==> src/rtl/uart_rx_errbuf.sv <==
module uart_rx_errbuf (
  input  logic        clk,
  input  logic        rst_n,
  input  logic [2:0]  mode,
  input  logic        rx_en,
  input  logic        par_odd,
  input  logic        two_stop,
  input  logic        chr_vld,
  input  logic [8:0]  chr_data,
  input  logic        chr_par,
  input  logic [1:0]  chr_stop,
  input  logic        rd_lo,
  output logic [15:0] rbuf
);

  localparam logic [2:0] MODE_OFF = 3'b000;

  logic [8:0] dmask, data_in, data_q;
  logic       fer_q, per_q, oer_q, full_q;
  logic       async_m, off, par_bad, stop_bad, sum;

  assign async_m = mode[2];
  assign off     = (mode == MODE_OFF) || !rx_en;

  always_comb begin
    case (mode[1:0])
      2'b00:   dmask = 9'h07F;
      2'b10:   dmask = 9'h1FF;
      default: dmask = 9'h0FF;
    endcase
  end

  assign data_in  = chr_data & dmask;
  assign par_bad  = (^data_in) ^ chr_par ^ par_odd;
  assign stop_bad = !chr_stop[0] || (two_stop && !chr_stop[1]);

  always_ff @(posedge clk or negedge rst_n) begin
    if (!rst_n) begin
      data_q <= '0;
      fer_q  <= 1'b0;
      per_q  <= 1'b0;
      oer_q  <= 1'b0;
      full_q <= 1'b0;
    end else if (off) begin
      fer_q  <= 1'b0;
      per_q  <= 1'b0;
      oer_q  <= 1'b0;
      full_q <= 1'b0;
    end else if (chr_vld) begin
      data_q <= data_in;
      full_q <= 1'b1;
      fer_q  <= async_m && stop_bad;
      per_q  <= async_m && par_bad;
      oer_q  <= async_m && full_q && !rd_lo;
    end else begin
      if (rd_lo) full_q <= 1'b0;
      if (rd_lo || !async_m) begin
        fer_q <= 1'b0;
        per_q <= 1'b0;
        oer_q <= 1'b0;
      end
    end
  end

  assign sum  = fer_q || per_q || oer_q;
  assign rbuf = {async_m & sum, async_m & per_q, async_m & fer_q, async_m & oer_q,
                 3'b000, data_q};

  a_r7_clear_when_off: assert property (@(posedge clk) disable iff (!rst_n)
    off |=> (!fer_q && !per_q && !oer_q));

  a_r2_framing_set: assert property (@(posedge clk) disable iff (!rst_n)
    (!off && async_m && chr_vld && !chr_stop[0]) |=> fer_q);

  a_r4_overrun_set: assert property (@(posedge clk) disable iff (!rst_n)
    (!off && async_m && chr_vld && full_q && !rd_lo) |=> oer_q);

  a_r6_read_clears: assert property (@(posedge clk) disable iff (!rst_n)
    (!off && rd_lo && !chr_vld) |=> (!fer_q && !per_q && !oer_q));

  a_r9_new_wins: assert property (@(posedge clk) disable iff (!rst_n)
    (!off && async_m && chr_vld && rd_lo && !chr_stop[0]) |=> (fer_q && !oer_q));

  a_r1_data_held: assert property (@(posedge clk) disable iff (!rst_n)
    (!chr_vld) |=> $stable(data_q));

endmodule

==> config.mk <==
export PLATFORM = sky130hd
export DESIGN_NAME = uart_rx_errbuf
export DESIGN_NICKNAME = d
export VERILOG_FILES = /design/src/rtl/uart_rx_errbuf.sv
export SDC_FILE = /design/constraint.sdc
export NUM_CORES = 1
export LEC_CHECK = 0
export BUFFER_PORTS_ARGS = -buffer_cell sky130_fd_sc_hd__buf_2
export CAP_MARGIN = 20
export CORE_AREA = 4 4 47 49
export DETAILED_ROUTE_END_ITERATION = 8
export DIE_AREA = 0 0 51 53
export PLACE_DENSITY = 0.73
export SLEW_MARGIN = 20
export SYNTH_ARGS = -nofsm -noshare
export SYNTH_HDL_FRONTEND = slang
export SYNTH_SLANG_ARGS = --single-unit
==> constraint.sdc <==
create_clock -name clk -period 2.65 [get_ports clk]
set_input_delay 0.3975 -clock clk [delete_from_list [all_inputs] [get_ports clk]]
set_output_delay 0.3975 -clock clk [all_outputs]
set_load 0.02 [all_outputs]
==> results of run 1 <==
[through the flow]
stage | util, % | cell area (sq um) | setup slack, ns
floorplan | - | 700.7 | 1.175
global placement | 47.31 | 880.8 | 1.058
detailed placement | 47.31 | 880.8 | 0.9903
CTS | 48.72 | 907.1 | 0.9259
global route | 48.72 | 907.1 | 0.8544
finish | 48.72 | 907.1 | 0.9403
[layout by cell type (no fill, tap or decap), types with 2 or more instances in the layout]
cell type  instances
o21ai_1            3
dfrtp_1           13
nand3_1            2
and2_1             3
mux2_1             7
inv_1              2
nand2_1            3
xnor2_1            5
buf_2             34
conb_1             3
a21oi_1            2
o21ai_0            4
nor2_1             3
clkbuf_4           3
[critical path, cell delays in order, from the launching register on]
cell	delay (ns)
dfrtp_1	0.37
and2_1	0.15
or3_1	0.36
buf_2	0.16
[state kept, by name, summed over array words and instances (netlist names)]
signal	flops
data_q	9
fer_q	1
full_q	1
oer_q	1
per_q	1
[cell type report]
| cell class | instances | area [sq um] |
|---|---|---|
| multi-input combinational | 46 | 336.6 |
| inverter | 2 | 7.507 |
| timing repair buffer | 35 | 177.7 |
| tap | 27 | 33.78 |
| fill | 199 | 954.7 |
| sequential | 13 | 325.3 |
| clock buffer | 4 | 26.28 |
[power breakdown]
group          total (mW)  leakage [nW]  switching, mW  internal (mW)
Clock               0.119        0.0150         0.0609         0.0583
Sequential          0.232         0.163         0.0101          0.222
Combinational       0.154         0.286         0.0855         0.0685
Total               0.506         0.464          0.157          0.349
[routing by layer]
layer	global-route usage [%]	up-vias	part of all wire, %
li1	-	285	-
met1	13.26	261	43
met2	18.24	22	49
met3	2.535	4	5.0
met4	8.072	0	2.2
met5	0	-	0
[final timing paths]
check / start / endpoint / slack, ns / cells after the start
min: rst_n / data_q[4]$_DFFE_PN0P_ / -0.001 / 1
min in group clk: rd_lo / oer_q$_DFFE_PN0P_ / 0.34 / 2
max in group asynchronous: rst_n / data_q[5]$_DFFE_PN0P_ / 2.43 / 1
max reg2reg: data_q[2]$_DFFE_PN0P_ / data_q[2]$_DFFE_PN0P_ / 1.86 / 1
min reg2reg: data_q[1]$_DFFE_PN0P_ / data_q[1]$_DFFE_PN0P_ / 0.49 / 1
max: fer_q$_DFFE_PN0P_ / rbuf[15] / 0.94 / 3
[cells by family (layout without fill, tap and decap cells)]
logic type,count (synthesis),after routing,synth area share [%]
and+or+nand+nor,16,16,12.10
DFF,13,13,46.93
AOI/OAI and AO/OA,11,11,8.845
xor gates and xnor gates,8,8,13.18
muxes,8,8,12.82
buffers and inverters,7,41,5.595
other,1,3,0.5410
==> run_results.csv, run 1 <==
group,metric,value,unit
critical_path,crit_required,2.25,ns
critical_path,worst-path-max-fanout,2,
clock_tree,cts.sinks,13,
detailed_routing,wl_per_cell,11.32,um
sta,rsz0062_at_grt,"false",
logic_synthesis,ys_types,26,
logic_synthesis,synthTopCellsByCount,"dfrtp_1, mux2_1, xnor2_1",
logic_synthesis,avgSynthCellArea,10.83,sq um
detailed_routing,ant_nets,0,
die,dieArea,0.002703,sq mm
outcome,violations,"hold timing",
logic_synthesis,yosysTopAreaCell,"dfrtp_1",
sta,setup_violations,0,
finish,drive_above_1_share,39.00,%
job,maxCapViolCount,0,
die,core,0.001862,sq mm
clock_tree,ctsLongestPathBuffers,2,
grt,grtUsageTotal,11.33,%
grt,grt_max_degree,14,
detailed_routing,via_per_inst,4.504,
power,p_leak,0.4641,nW
power,irDropWorstVdd,0.2427,mV
logic_synthesis,synth_top_area_share,46.93,%
critical_path,crit_type,"register to output pin",
logic_synthesis,synth_edf_count,0,
finish,syn_to_final_growth,30.87,%
detailed_routing,drc,0,
placed_design,placedCellCount,123,
clock_tree,clock-root-buffer,"clkbuf_4",
placed_design,dp_hpwl,1.153,mm
power,power.density,557.5,mW/mm^2
finish,layout.nets,123,
grt,grt-ovfl-total,0,
critical_path,arrival,1.31,ns
outcome,outcome,"finished with violations",
logic_synthesis,yosysMostFrequentCell,"dfrtp_1",
logic_synthesis,syn_area,693.2,sq um
min_path,min_path_type,"input pin to asynchronous set/reset pin",
grt,antenna_found_initial,0,
logic_synthesis,ys_warn_count,0,
grt,grt_pass1_wl,2.201,mm
critical_path,endpoint_kind,"output pin",
logic_synthesis,synthArstFlopShare,100.0,%
power,power,0.5058,mW
die,die_h,53,um
clock_tree,cts_tree,"built",
finish,num_antenna_cells,0,
sta,hold-worst-slack,-0.001435,ns
grt,grt_pass1_vias,547,
clock_tree,clkTransAtPathRegs,0.07,ns
sta,timing.fmax,584.9,MHz
clock_tree,clk_latency,0.27,ns
sta,fin_setup_tns,0,ns
sta,fin_crit,1.710,ns
logic_synthesis,ys_top_cells_by_area,"dfrtp_1, mux2_1, xnor2_1",
clock_tree,cts_buffers,3,
logic_synthesis,syn_inst,64,
die,die_w,51,um
finish,instances_no_fill,127,
clock_tree,cts_htree_levels,1,
placed_design,portBuffers,34,
detailed_routing,via_count,572,
detailed_routing,drt-total-wl,1.438,mm
sta,fin_crit_sh,64.52,%
die,io_pins,38,
logic_synthesis,ys.flop_type,"dfrtp_1",
logic_synthesis,ys_seq_elements,13,
logic_synthesis,ys_seq_area_share,46.93,%
sta,skew,0.00006189,ns
clock_tree,post_cts_buffers,0,
die,fp-row-count,16,
placed_design,gp_congestion,0.6786,
clock_tree,holdBufCountCts,0,
sta,slew_viol_final,0,
detailed_routing,initialDrtViolationCount,8,
sta,hold_viol,7,
clock_tree,ctsResizeCount,0,
critical_path,start_kind,"register",
detailed_routing,first_pass_iters,4,
die,initial_utilization,37.23,%
Note: power is estimated with default switching activity, not from simulation.
==> run 2: changes to the inputs <==
Clock period 2.65 ns to 1.72 ns, I/O delays scaled along.
==> run_results.csv, run 2 (same netlist as run 1, synthesis figures left out) <==
group,metric,value,unit
outcome,outcome,"complete, no violations",
power,p_leak,0.4683,nW
finish,design_area,917.1,sq um
critical_path,worst-path-buf-inv,1,
placed_design,dp_hpwl,1.131,mm
clock_tree,post_cts_buffers,0,
detailed_routing,via_per_inst,4.555,
sta,fin_crit,1.566,ns
sta,skew,0.00001260,ns
critical_path,crit_chain,"and2_1 > or3_1 > buf_2",
sta,timing.fmax,638.6,MHz
detailed_routing,initialDrtViolationCount,10,
power,p_sw_share,30.62,%
finish,max_flop_register,"data_q",
clock_tree,holdBufCountCts,1,
clock_tree,clkTransAtPathRegs,0.07,ns
die,core,0.001862,sq mm
power,clockPowerShare,23.3,%
grt,grtUsageTotal,11.87,%
placed_design,gp_congestion,0.6791,
placed_design,pre_cts_ws,0.2564,ns
min_path,holdPathStages,2,
power,irDropWorstVdd,0.3797,mV
sta,fin_setup_tns,0,ns
die,io_pins,38,
placed_design,portBuffers,34,
sta,rsz0062_at_grt,"false",
power,power.density,847.5,mW/mm^2
critical_path,path_delay_family,"simple AND/OR/NAND/NOR gates",
die,die_w,51,um
finish,ff_latch_area,325.3,sq um
sta,setup_violations,0,
finish,num_antenna_cells,0,
sta,fin_crit_sh,91.04,%
finish,syn_to_final_growth,32.31,%
finish,layout.nets,124,
placed_design,dpl-instance-area,880.8,sq um
detailed_routing,via_count,583,
detailed_routing,wl_per_cell,11.14,um
power,netSwitchingPower,0.2380,mW
detailed_routing,first_pass_iters,4,
critical_path,arrival,1.31,ns
die,initial_utilization,37.23,%
min_path,min_path_type,"input pin to register",
finish,n_fill_cell,190,
power,combPwrFrac,30.6,%
clock_tree,cts_tree,"built",
die,die_h,53,um
power,internal_power,0.5393,mW
critical_path,start_kind,"register",
critical_path,endpoint_kind,"output pin",
power,power,0.7772,mW
detailed_routing,drc,0,
sta,hold_viol,0,
finish,largest_register_ffs,9,
detailed_routing,drt-total-wl,1.426,mm
critical_path,worst_r2r_endpoint,"data_q[3]$_DFFE_PN0P_",
clock_tree,cts.sinks,13,
critical_path,crit_required,1.46,ns
die,fp-row-count,16,
sta,worst_slack,0.1542,ns
clock_tree,clk_latency,0.26,ns
grt,grt-ovfl-total,0,
min_path,min_from,"rd_lo",
die,dieArea,0.002703,sq mm
critical_path,worst-path-max-fanout,2,
critical_path,ff2ff_setup_slack,0.93,ns
sta,slew_viol_final,0,
clock_tree,ctsResizeCount,0,
critical_path,cp-startpoint,"fer_q$_DFFE_PN0P_",
grt,antenna_found_initial,0,
finish,multi_input_area,336.6,sq um
grt,grt_pass1_wl,2.359,mm
critical_path,cp_slowest_cell,"dfrtp_1",
finish,final_cell_mix,"buf_2, dfrtp_1, mux2_1",
grt,grt_max_degree,14,
power,seq_power_share,46.1,%
critical_path,crit_type,"register to output pin",
critical_path,crit_path_max_incr_delay,0.37,ns
clock_tree,clock-root-buffer,"clkbuf_4",
min_path,hold_end,"oer_q$_DFFE_PN0P_",
clock_tree,cts_buffers,3,
job,maxCapViolCount,0,
finish,layout_commonest_cell,"buf_2",
clock_tree,cts_htree_levels,1,
detailed_routing,ant_nets,0,
critical_path,reg2reg_depth,1,
finish,drive_above_1_share,38.61,%
clock_tree,ctsLongestPathBuffers,2,
critical_path,r2r-start,"data_q[3]$_DFFE_PN0P_",
grt,grt_pass1_vias,572,
run 2: layout make-up:
cell class              count  area share [%]
clock buffers               4           2.865
inverters                   2          0.8186
multi-input cells          46           36.70
flip-flops and latches     13           35.47
well taps                  27           3.683
repair buffers             36           20.46
run 2: how the worst max path moves through the flow:
stage / slack [ns] / cells after the start / to
after floorplan: 0.41 / 2 / rbuf[15]
after global placement: 0.27 / 6 / per_q$_DFFE_PN0P_
after detailed placement: 0.26 / 6 / per_q$_DFFE_PN0P_
after CTS: 0.13 / 3 / rbuf[15]
after global routing: 0.06 / 3 / rbuf[15]
final: 0.15 / 3 / rbuf[15]
run 2: routing by layer:
| metal | global-route usage [%] | share of wire [%] |
|---|---|---|
| met2 | 19.74 | 50 |
| met4 | 6.726 | 1.2 |
| met1 | 14.14 | 44 |
| met5 | 0 | 0 |
| met3 | 2.535 | 5.4 |
run 2: stage by stage:
step	cells	utilization, %	hold slack, ns
after floorplan	66	-	-0.03759
after global placement	123	47.31	0.1582
after detailed placement	123	47.31	0.1624
after CTS	128	49.26	0.1877
after global routing	128	49.26	0.2019
final	128	49.26	0.2043
run 2: power groups by stage:
stage | combinational (mW) | clock (mW) | sequential [mW]
2_1_floorplan | 0.111 | 0 | 0.407
3_3_place_gp | 0.234 | 0 | 0.363
3_5_place_dp | 0.239 | 0 | 0.365
4_1_cts | 0.242 | 0.191 | 0.359
5_1_grt | 0.263 | 0.206 | 0.364
6_report | 0.238 | 0.181 | 0.358
